$ cat src/rtl/zt_sram_pkg.sv
package zt_sram_pkg;
  typedef enum logic [1:0] {
    OP_IDLE  = 2'd0,
    OP_READ  = 2'd1,
    OP_WRITE = 2'd2
  } op_e;

  // strobes from control to datapath
  typedef struct packed {
    logic rdEn;
    logic wrEn;
  } strobe_t;
endpackage

$ cat src/rtl/zt_sram_ctrl.sv
module zt_sram_ctrl
  import zt_sram_pkg::*;
#(
  parameter int ADDR_W = 4,
  parameter int LANES  = 4
) (
  input  logic              clk,
  input  logic              rstN,
  input  logic              clkEnN,
  input  logic              sleep,
  input  logic              loadN,
  input  logic              wrN,
  input  logic              selN0,
  input  logic              sel1,
  input  logic              selN2,
  input  logic [ADDR_W-1:0] addrIn,
  input  logic [LANES-1:0]  laneWrN,
  output strobe_t           stb,
  output logic [ADDR_W-1:0] pendAddr,
  output logic [LANES-1:0]  laneEn
);
  op_e              pendOp;
  op_e              nextOp;
  logic [LANES-1:0] pendLaneN;
  logic             chipSel;

  assign chipSel = !selN0 && sel1 && !selN2;

  always_comb begin
    if (!loadN) begin
      if (!chipSel)  nextOp = OP_IDLE;
      else if (wrN)  nextOp = OP_READ;
      else           nextOp = OP_WRITE;
    end else begin
      nextOp = pendOp;
    end
  end

  always_ff @(posedge clk or negedge rstN) begin
    if (!rstN) begin
      pendOp    <= OP_IDLE;
      pendAddr  <= '0;
      pendLaneN <= '1;
    end else if (!clkEnN) begin
      if (sleep) begin
        pendOp <= OP_IDLE;
      end else begin
        pendOp    <= nextOp;
        pendAddr  <= addrIn;
        pendLaneN <= laneWrN;
      end
    end
  end

  always_comb begin
    stb.rdEn = (pendOp == OP_READ) && !sleep;
    stb.wrEn = (pendOp == OP_WRITE) && !clkEnN && !sleep;
  end

  assign laneEn = ~pendLaneN;
endmodule

$ cat src/rtl/zt_sram_dpath.sv
module zt_sram_dpath
  import zt_sram_pkg::*;
#(
  parameter int ADDR_W = 4,
  parameter int LANES  = 4,
  parameter int LANE_W = 9
) (
  input  logic                    clk,
  input  strobe_t                 stb,
  input  logic [ADDR_W-1:0]       pendAddr,
  input  logic [LANES-1:0]        laneEn,
  input  logic [LANES*LANE_W-1:0] dIn,
  output logic [LANES*LANE_W-1:0] dOut
);
  localparam int DEPTH  = 1 << ADDR_W;
  localparam int DATA_W = LANES * LANE_W;

  logic [DATA_W-1:0] arrWord;

  for (genvar g = 0; g < LANES; g++) begin : g_lane
    logic [LANE_W-1:0] laneMem [DEPTH];

    always_ff @(posedge clk) begin
      if (stb.wrEn && laneEn[g])
        laneMem[pendAddr] <= dIn[g*LANE_W +: LANE_W];
    end

    assign arrWord[g*LANE_W +: LANE_W] = laneMem[pendAddr];
  end

  // flow-through: no output register
  assign dOut = stb.rdEn ? arrWord : '0;
endmodule

$ cat src/rtl/zt_sram.sv
module zt_sram
  import zt_sram_pkg::*;
#(
  parameter int ADDR_W = 4,
  parameter int LANES  = 4,
  parameter int LANE_W = 9,
  localparam int DATA_W = LANES * LANE_W
) (
  input  logic              clk,
  input  logic              rstN,
  input  logic              clkEnN,
  input  logic              sleep,
  input  logic              outEnN,
  input  logic              loadN,
  input  logic              wrN,
  input  logic              selN0,
  input  logic              sel1,
  input  logic              selN2,
  input  logic [ADDR_W-1:0] addrIn,
  input  logic [LANES-1:0]  laneWrN,
  input  logic [DATA_W-1:0] dIn,
  output logic [DATA_W-1:0] dOut,
  output logic              dOe
);
  strobe_t           stb;
  logic [ADDR_W-1:0] pendAddr;
  logic [LANES-1:0]  laneEn;

  zt_sram_ctrl #(.ADDR_W(ADDR_W), .LANES(LANES)) u_ctrl (
    .clk(clk), .rstN(rstN), .clkEnN(clkEnN), .sleep(sleep),
    .loadN(loadN), .wrN(wrN), .selN0(selN0), .sel1(sel1), .selN2(selN2),
    .addrIn(addrIn), .laneWrN(laneWrN),
    .stb(stb), .pendAddr(pendAddr), .laneEn(laneEn)
  );

  zt_sram_dpath #(.ADDR_W(ADDR_W), .LANES(LANES), .LANE_W(LANE_W)) u_dpath (
    .clk(clk), .stb(stb), .pendAddr(pendAddr), .laneEn(laneEn),
    .dIn(dIn), .dOut(dOut)
  );

  assign dOe = stb.rdEn && !outEnN && !sleep;
endmodule

$ cat config.mk
export PLATFORM = sky130hd
export DESIGN_NAME = zt_sram
export DESIGN_NICKNAME = d
export VERILOG_FILES = /design/src/rtl/zt_sram_pkg.sv /design/src/rtl/zt_sram_ctrl.sv /design/src/rtl/zt_sram_dpath.sv /design/src/rtl/zt_sram.sv
export SDC_FILE = /design/constraint.sdc
export NUM_CORES = 1
export LEC_CHECK = 0
export CORE_MARGIN = 4
export CORE_UTILIZATION = 50
export CTS_CLUSTER_SIZE = 30
export DETAILED_ROUTE_END_ITERATION = 8
export PLACE_DENSITY_LB_ADDON = 0.2
export SETUP_SLACK_MARGIN = 0.02
export SLEW_MARGIN = 20
export SYNTH_ARGS = -nofsm -noshare
export SYNTH_HDL_FRONTEND = slang
export SYNTH_SLANG_ARGS = --single-unit
$ cat constraint.sdc
create_clock -name clk -period 2.6 [get_ports clk]
set_clock_uncertainty 0.2 [all_clocks]
set_input_delay 0.78 -clock clk [delete_from_list [all_inputs] [get_ports clk]]
set_output_delay 0.78 -clock clk [all_outputs]
set_load 0.01 [all_outputs]
==> impl_metrics.csv, run 1 <==
group,metric,value,unit
cells_and_area,utilization,0.637,
cells_and_area,drive_above_1_share,0.396,
synthesis,synth_edf_count,576,
grt,grt_max_degree,37,
die,die_h,221,um
synthesis,synth_seq_cells,586,
detailed_routing,post_drt_wl_per_cell,26.3,um
synthesis,yosysWarnings,0,
timing,worst_slack,-0.841,ns
die,start_util,0.509,
place,placed_cell_area,25500,um^2
grt,grt_pass1_vias,12446,
timing,rsz0062_at_grt,"true",
place,place_hpwl,31800,um
clock_tree,worstSkewPairLatency,0.61,ns
die,rows,77,
die,num_io_pins,91,
synthesis,synth_cell_types,22,
detailed_routing,drc_errors,0,
synthesis,synth_area_per_cell,20.7,um^2
timing,setup_tns,-27.35,ns
power_and_ir_drop,clock_power_share,0.379,
synthesis,synth_xor_area_frac,0,
run_status,failed_checks,"negative setup slack",
setup_path,cp_data_arrival_time,2.46,ns
timing,fmax,291,MHz
clock_tree,cts_buffer_depth,3,
clock_tree,cts.sinks,586,
synthesis,ys_seq_area_frac,0.774,
grt,grt-ovfl-total,0,
grt,grt_usage,0.214,
setup_path,critPathKind,"flop to output pin",
die,die_w,221,um
timing,slew_headroom,0.589,
synthesis,yosysTopAreaCellShare,0.763,
timing,drv_slew,0,
detailed_routing,via_count,11790,
synthesis,yosysTopAreaCell,"edfxtp_1",
power_and_ir_drop,p_sw,4.48,mW
setup_path,end_kind,"output pin",
die,die_area,48800,um^2
detailed_routing,wl,52600,um
synthesis,ys_async_sr_fraction,0.0171,
detailed_routing,first_pass_iters,5,
clock_tree,cts_buffers,57,
grt,antenna_found_initial,0,
synthesis,synth_compound_area_frac,0.000662,
power_and_ir_drop,p_int,16.0,mW
run_status,outcome,"finished with violations",
timing,min_period,3.44,ns
synthesis,synthFlopType,"edfxtp_1",
cells_and_area,design_area,28300,um^2
synthesis,netlist_area,22700,um^2
synthesis,synth_top_family_by_area,"multiplexers",
clock_tree,clk_pin_slew_worst_paths,0.06,ns
clock_tree,htreeDepth,2,
timing,hold_slack,0.350,ns
timing,worst_pin_slew,0.615,ns
synthesis,netlist_top_cells_area,"edfxtp_1 76%, mux4_2 14%, nand3_1 3.3%",
cells_and_area,area_growth,25.1,%
setup_path,worst_ep_required_time,1.62,ns
power_and_ir_drop,pwr-share-seq,0.509,
detailed_routing,viasPerCell,5.90,
synthesis,yosysMostFrequentCell,"edfxtp_1",
job,drv_cap,0,
power_and_ir_drop,power_leakage,9.14,nW
die,design.core.area,44500,um^2
synthesis,syn_nets,1150,
power_and_ir_drop,pwr-share-comb,0.112,
cells_and_area,fin_nets,1412,
place,io_buffer_count,90,
timing,setup_viol,37,
synthesis,synth_mux_area_frac,0.147,
grt,grt_pass1_wl,78800,um
power_and_ir_drop,powerDensity,724,nW/um^2
cells_and_area,nFillCells,3054,
timing,min_period_over_period,1.32,
detailed_routing,drt_iter0_markers,1217,
timing,hold_violations,0,
place,gp_congestion,0.791,
synthesis,synth_adder_area_share,0,
synthesis,synthTopCellsByCount,"576 x edfxtp_1, 149 x nand3_1, 144 x mux4_2, 67 x nor2_1, 38 x clkbuf_1",
synthesis,synthCells,1096,
power_and_ir_drop,ir_worst_vdd,0.479,mV
detailed_routing,drt.antenna.violating_nets,0,
clock_tree,cts_hold_buf,0,
power_and_ir_drop,swShare,0.218,
cells_and_area,diodes,0,
setup_path,crit_path_start_kind,"flop",
clock_tree,cts_tree,"done",
min_path,hold_class,"input pin to async pin",
setup_path,crit_path_max_fanout,5,
clock_tree,root_buffer,"clkbuf_16",
power_and_ir_drop,fin_total_pwr,20.5,mW
synthesis,synth-simple-area-share,0.0608,
## placed cells by master (no fill, tap or decap), types with 49 or more instances in the layout
| cell type | instances |
|---|---|
| nor2_1 | 62 |
| clkbuf_16 | 61 |
| buf_12 | 49 |
| nand3_2 | 87 |
| mux4_2 | 144 |
| buf_4 | 100 |
| edfxtp_1 | 576 |
| nand3_1 | 62 |
| clkdlybuf4s50_1 | 52 |
## cells by family after synthesis
group | count (synthesis)
DFF | 586
buffers and inverters | 75
and+or+nand+nor | 280
AOI/OAI and AO/OA | 3
muxes | 152
## metrics by stage
stage / setup slack, ns / instances
final: -0.841 / 1998
after global routing: -0.888 / 1998
after CTS: -0.933 / 1995
after detailed placement: -1.08 / 1841
after global placement: -1.06 / 1841
after floorplan: -0.0814 / 1096
## final timing paths
path,startpoint,to,slack [ns],cells past startpoint
max,u_ctrl.pendAddr[0]$_DFFE_PN0P_,dOut[33],-0.84,7
min,rstN,u_ctrl.pendAddr[2]$_DFFE_PN0P_,0.35,1
max reg2reg,u_ctrl.pendAddr[0]$_DFFE_PN0P_,u_dpath.g_lane[1].laneMem[0][5]$_DFFE_PP_,0.17,7
max in group asynchronous,rstN,u_ctrl.pendAddr[0]$_DFFE_PN0P_,1.40,1
min in group clk,u_ctrl.pendOp[1]$_DFFE_PN0P_,u_ctrl.pendOp[1]$_DFFE_PN0P_,0.38,2
min reg2reg,u_ctrl.pendOp[1]$_DFFE_PN0P_,u_ctrl.pendOp[1]$_DFFE_PN0P_,0.38,2
## worst max-delay path: stages (launching register included)
cell	delay [ns]
dfrtp_4	0.54
buf_12	0.17
buf_8	0.13
buf_12	0.13
mux4_2	0.42
nand3_2	0.10
nand4_1	0.17
buf_2	0.19
## layer usage
| metal | up-vias | track usage | wire, um |
|---|---|---|---|
| met5 | - | 0 | 0 |
| met4 | 0 | 0.0654 | 1350 |
| met2 | 377 | 0.359 | 26800 |
| met1 | 6234 | 0.293 | 21700 |
| li1 | 5088 | - | - |
| met3 | 91 | 0.0353 | 2760 |
## state kept, by name, indices dropped and copies added, names as in the netlist
signal                  flops
u_ctrl.pendAddr             4
u_ctrl.pendLaneN            4
u_ctrl.pendOp               2
u_dpath.g_lane.laneMem    576
## cell type report
class                   instances  area, um^2  area share
flip-flops and latches        586       17600       0.619
multi-input cells             435        5210       0.184
repair buffers                278        3080       0.109
clock buffers                  88        1650      0.0580
well taps                     592         741      0.0261
clock inverters                19         115     0.00406
## power by group through the flow
stage / logic (mW) / registers [mW] / clock network, mW
finish: 2.30 / 10.4 / 7.77
global route: 2.43 / 10.4 / 8.33
CTS: 2.27 / 10.4 / 7.93
floorplan: 1.11 / 10.6 / 0
global placement: 1.87 / 10.6 / 0
detailed placement: 1.88 / 10.6 / 0
## what timing repair did
item | CTS | global route
gates resized for setup | 247 | 48
pin swaps | 61 | 42
buffers inserted | 40 | 5
endpoints found under the setup margin | 84 | 316
gates cloned | 8 | 2
(Power assumes the default switching activity.)
==> inputs of run 2 (changes only) <==
Settings changed: ABC_CLOCK_PERIOD_IN_PS set to 2600.
==> results of run 2 <==
No change in the layout: final DEF, timing and power equal those of run 1.
